--- config.mk ---
export PLATFORM = sky130hd
export DESIGN_NAME = coin_vend_fsm
export DESIGN_NICKNAME = d
export VERILOG_FILES = /design/src/rtl/vend_pkg.sv /design/src/rtl/vend_control.sv /design/src/rtl/vend_datapath.sv /design/src/rtl/coin_vend_fsm.sv
export SDC_FILE = /design/constraint.sdc
export NUM_CORES = 1
export LEC_CHECK = 0
export BUFFER_PORTS_ARGS = -buffer_cell sky130_fd_sc_hd__buf_2
export CAP_MARGIN = 20
export CORE_AREA = 5 5 42 44
export CTS_CLUSTER_DIAMETER = 50
export DETAILED_ROUTE_END_ITERATION = 10
export DIE_AREA = 0 0 47 49
export PLACE_DENSITY = 0.3
export SKIP_LAST_GASP = 1
export SLEW_MARGIN = 20
export SYNTH_ARGS = -nofsm -noshare
export SYNTH_HDL_FRONTEND = slang
export SYNTH_SLANG_ARGS = --single-unit
--- constraint.sdc ---
create_clock -name clk -period 2.1 [get_ports clk]
set_input_delay 0.315 -clock clk [delete_from_list [all_inputs] [get_ports clk]]
set_output_delay 0.315 -clock clk [all_outputs]
set_load 0.005 [all_outputs]
--- src/rtl/vend_pkg.sv ---
package vend_pkg;
  typedef struct packed {
    logic stepOne;
    logic stepTwo;
  } step_strobe_t;
endpackage

--- src/rtl/vend_control.sv ---
module vend_control
  import vend_pkg::*;
#(
  parameter int CREDIT_W = 2
) (
  input  logic                clk,
  input  logic                rst,
  input  logic                coinNickel,
  input  logic                coinDime,
  input  logic [CREDIT_W-1:0] creditQ,
  output step_strobe_t        strobe
);
  logic isFull;

  always_comb begin
    isFull = &creditQ;
    strobe.stepTwo = coinDime & ~isFull;
    strobe.stepOne = coinNickel & ~coinDime & ~isFull;
  end


  strobe_excl_chk: assert property (@(posedge clk) disable iff (rst)
    $onehot0({strobe.stepOne, strobe.stepTwo}));
endmodule

--- src/rtl/vend_datapath.sv ---
module vend_datapath
  import vend_pkg::*;
#(
  parameter int CREDIT_W = 2
) (
  input  logic                clk,
  input  logic                rst,
  input  step_strobe_t        strobe,
  output logic [CREDIT_W-1:0] creditQ,
  output logic                openQ
);
  localparam logic [CREDIT_W-1:0] FULL = '1;
  localparam int SUM_W = CREDIT_W + 1;

  logic [SUM_W-1:0]    inc;
  logic [SUM_W-1:0]    sum;
  logic [CREDIT_W-1:0] creditNext;

  always_comb begin
    inc = '0;
    if (strobe.stepTwo)      inc = SUM_W'(2);
    else if (strobe.stepOne) inc = SUM_W'(1);
    sum = {1'b0, creditQ} + inc;
    creditNext = (sum > {1'b0, FULL}) ? FULL : sum[CREDIT_W-1:0];
  end

  always_ff @(posedge clk) begin
    if (rst) begin
      creditQ <= '0;
      openQ   <= 1'b0;
    end else begin
      creditQ <= creditNext;
      openQ   <= (creditNext == FULL);
    end
  end


  full_hold_chk: assert property (@(posedge clk) disable iff (rst)
    (creditQ == FULL) |=> (creditQ == FULL) && openQ);


  reset_clear_chk: assert property (@(posedge clk)
    rst |=> (creditQ == '0) && !openQ);
endmodule

--- src/rtl/coin_vend_fsm.sv ---
module coin_vend_fsm
  import vend_pkg::*;
#(
  parameter int CREDIT_W = 2
) (
  input  logic clk,
  input  logic rst,
  input  logic coinNickel,
  input  logic coinDime,
  output logic dispenseOpen
);
  logic [CREDIT_W-1:0] creditQ;
  step_strobe_t        strobe;

  vend_control #(.CREDIT_W(CREDIT_W)) u_ctrl (
    .clk(clk), .rst(rst), .coinNickel(coinNickel), .coinDime(coinDime),
    .creditQ(creditQ), .strobe(strobe)
  );

  vend_datapath #(.CREDIT_W(CREDIT_W)) u_dp (
    .clk(clk), .rst(rst), .strobe(strobe), .creditQ(creditQ), .openQ(dispenseOpen)
  );


  idle_hold_chk: assert property (@(posedge clk) disable iff (rst)
    (!coinNickel && !coinDime) |=> $stable(creditQ));


  open_moore_chk: assert property (@(posedge clk) disable iff (rst)
    dispenseOpen == (&creditQ));

  generate
    if (CREDIT_W == 2) begin : g_eq

      next_eq_chk: assert property (@(posedge clk) disable iff (rst)
        !(coinNickel && coinDime) |=>
          creditQ == {$past(creditQ[1] | coinDime | (creditQ[0] & coinNickel)),
                      $past((~creditQ[0] & coinNickel) | (creditQ[0] & ~coinNickel) |
                            (creditQ[1] & coinNickel) | (creditQ[1] & coinDime))});
    end
  endgenerate
endmodule

==> key figures <==
Final layout
  • Area grow syn2layout: 45.7%
  • Filler instances: 166
  • Final #Nets: 30
  • Finished Layout Cells: 39
  • ANT cells: 0
  • Share of cells above drive strength 1: approximately a third

Floorplanning
  • Die H: about 50 um
  • Starting Density: between 10% and 20%
  • Die Span X: ~47 um
  • Cell row count: 14
  • Die area: between 2000 and 2500 sq um
  • Core Region: 1400 sq um
  • Ports: 5

Worst setup path
  • Type of origin of the critical path: flop
  • Kind of critical path: flop to flop
  • Slowest stage cell, crit path: fa_1
  • Critical path endpoint category: flop
  • Critical path arrival: 1.75 ns
  • Worst EP required: around 2.3 ns
  • CP max FO: 2
  • Register-to-register setup slack: ~0.5 ns
  • Crit-path max cell delay: ~0.42 ns
  • FF-to-FF Start: u_dp.creditQ[1]
  • Critical path origin: u_dp.creditQ[1]
  • Cell Chain, Critical Path: nand2_1 -> and3b_1 -> ha_1 -> inv_1 -> fa_1 -> nand2b_1 -> a21oi_2

STA
  • Max-slew violations: 0
  • Final Hold Vio Count: 0
  • Max Fclk: about 630 MHz
  • Total Neg Setup Slack: 0 ns
  • Worst slew pin tran: 0.127 ns
  • Relative slew slack: 91.5%
  • Final period util: approximately 76%
  • RSZ-0062 raised after global routing: false
  • Final WS setup: ~0.5 ns
  • Worst clock skew: between 0.0007 and 0.0008 ns
  • Final setup viols: 0
  • Final min period: around 1.6 ns

Drt
  • Final ANT Viol Nets: 0
  • First-pass DRT Iterations: 2
  • Post-route DRC: 0
  • Initial DRC Count: 1
  • DRT Wirelength: about 270 um
  • Vias post-DR: 108
  • Vias per cell: ~2.8
  • Routed wire per std cell: between 7 and 8 um

Flow run
  • # Max-Cap Violations: 0

Global route
  • Antenna violations before repair: 0
  • Overall Global Routing Usage: between 3 and 4%
  • Overflow after GRT: 0
  • GR peak layer: met3
  • Largest net degree at the start of global routing: 4
  • Met1 GRT Util: roughly 4.4%
  • Number of global-route vias before repair: approximately 120
  • M2 GR Usage: between 1.5 and 2%
  • First-pass GRT wire length: ~480 um
  • Met3 usage: under 10%

Clock network
  • H-Tree Depth: 1
  • Clk_lat worst skew: approximately 0.23 ns
  • CTS Sinks: 3
  • CTS clk-pin slew, worst paths: about 0.040 ns
  • Clock Tree Buf Depth: 2
  • Root Buffer: clkbuf_4
  • Setup bufs post-CTS: 0
  • Post-CTS sizing: 0
  • CTS tree: yes
  • Hold Buf Count CTS: 0
  • Number of CTS-inserted buffers: 3

Place
  • PortBufs: 4
  • Post-placement cell count: 35
  • RD Place Congestion: 0.611
  • DP HPWL: ~210 um
  • Placement Setup Slack: between 0.5 and 0.6 ns

Worst hold path
  • HP Class: input port to flop
  • Hold Startpoint: rst

Power and ir drop
  • PD cells: 1050 nW/um^2
  • Total power: 0.223 mW
  • Lkg Pwr: 0.0971 nW
  • Max VDD drop: a little over 400 uV

Synthesis
  • Syn Area/Cell: 9.68 sq um
  • Synth warn: 0
  • #FFs+latches synth: 3
  • Cell variety after synth: 9
  • Mapped Cells: 15
  • Synthesized net count: 21
  • Sequential share of the synthesized area: between 40% and 50%
  • Mapped cell area: about 150 sq um

Run status
  • Status: finished clean
-- Yosys cell counts --
cell,n,share of area (%)
dfxtp_1,3,41
inv_1,3,7.8
a21oi_1,2,6.9
nand2_1,2,5.2
a21oi_2,1,6.0
and3b_1,1,6.0
fa_1,1,14
ha_1,1,8.6
nand2b_1,1,4.3
-- sequential cells by signal, indices dropped and copies added, names as in the netlist --
name and flops:
u_dp.creditQ 2, u_dp.openQ 1
-- final timing paths --
path | to | cells past startpoint
worst max-delay path | u_dp.openQ | 7
worst min-delay path | u_dp.openQ | 2
worst max register to register | u_dp.openQ | 7
worst min register to register | u_dp.creditQ[1] | 3
-- logic make-up after synthesis --
family	share of synthesized area [%]
fa+ha+maj	22.4
flops	41.4
compound gates	12.9
simple gates	15.5
buf+inv	7.76
-- power by group --
part	switching, mW	internal (mW)	total, mW
clock	0.0270	0.0710	0.0980
combinational	0.0245	0.0241	0.0486
sequential	0.00601	0.0701	0.0761
-- through the flow --
stage          cell area, sq um  hold slack (ns)  util (%)
6_report                    211            0.275      15.1
5_1_grt                     211            0.279      15.1
4_1_cts                     211            0.267      15.1
2_1_floorplan               145            0.377         -
3_5_place_dp                185            0.507      13.2
3_3_place_gp                185            0.505      13.2
-- worst max-delay path, delay by kind of cell, from the launching register on --
family | cells | cell delay (ns)
simple gates | 3 | 0.42
flops | 1 | 0.33
compound gates | 1 | 0.13
buf+inv | 1 | 0.06
fa+ha+maj | 2 | 0.59
-- cells in the final DEF, fill, tap and decap left out, drive strengths merged --
master / count
a21oi: 3
dfxtp: 3
and3b: 1
nand2b: 1
inv: 3
nand2: 2
fa: 1
clkbuf: 4
buf: 4
ha: 1
-- layer usage --
layer	share of wire, %	vias up
met2	25	5
met1	61	39
met3	14	0
li1	-	64
met4	0	0
met5	0	-
-- cell type report --
cell class	count	area (sq um)	share of cell area, %
Clock buffer	4	26.3	12.4
Inverter	3	11.3	5.33
Multi-Input combinational cell	9	73.8	34.9
Sequential cell	3	60.1	28.4
Tap cell	16	20.0	9.47
Timing Repair Buffer	4	20.0	9.47
Note: power is estimated with default switching activity, not from simulation.
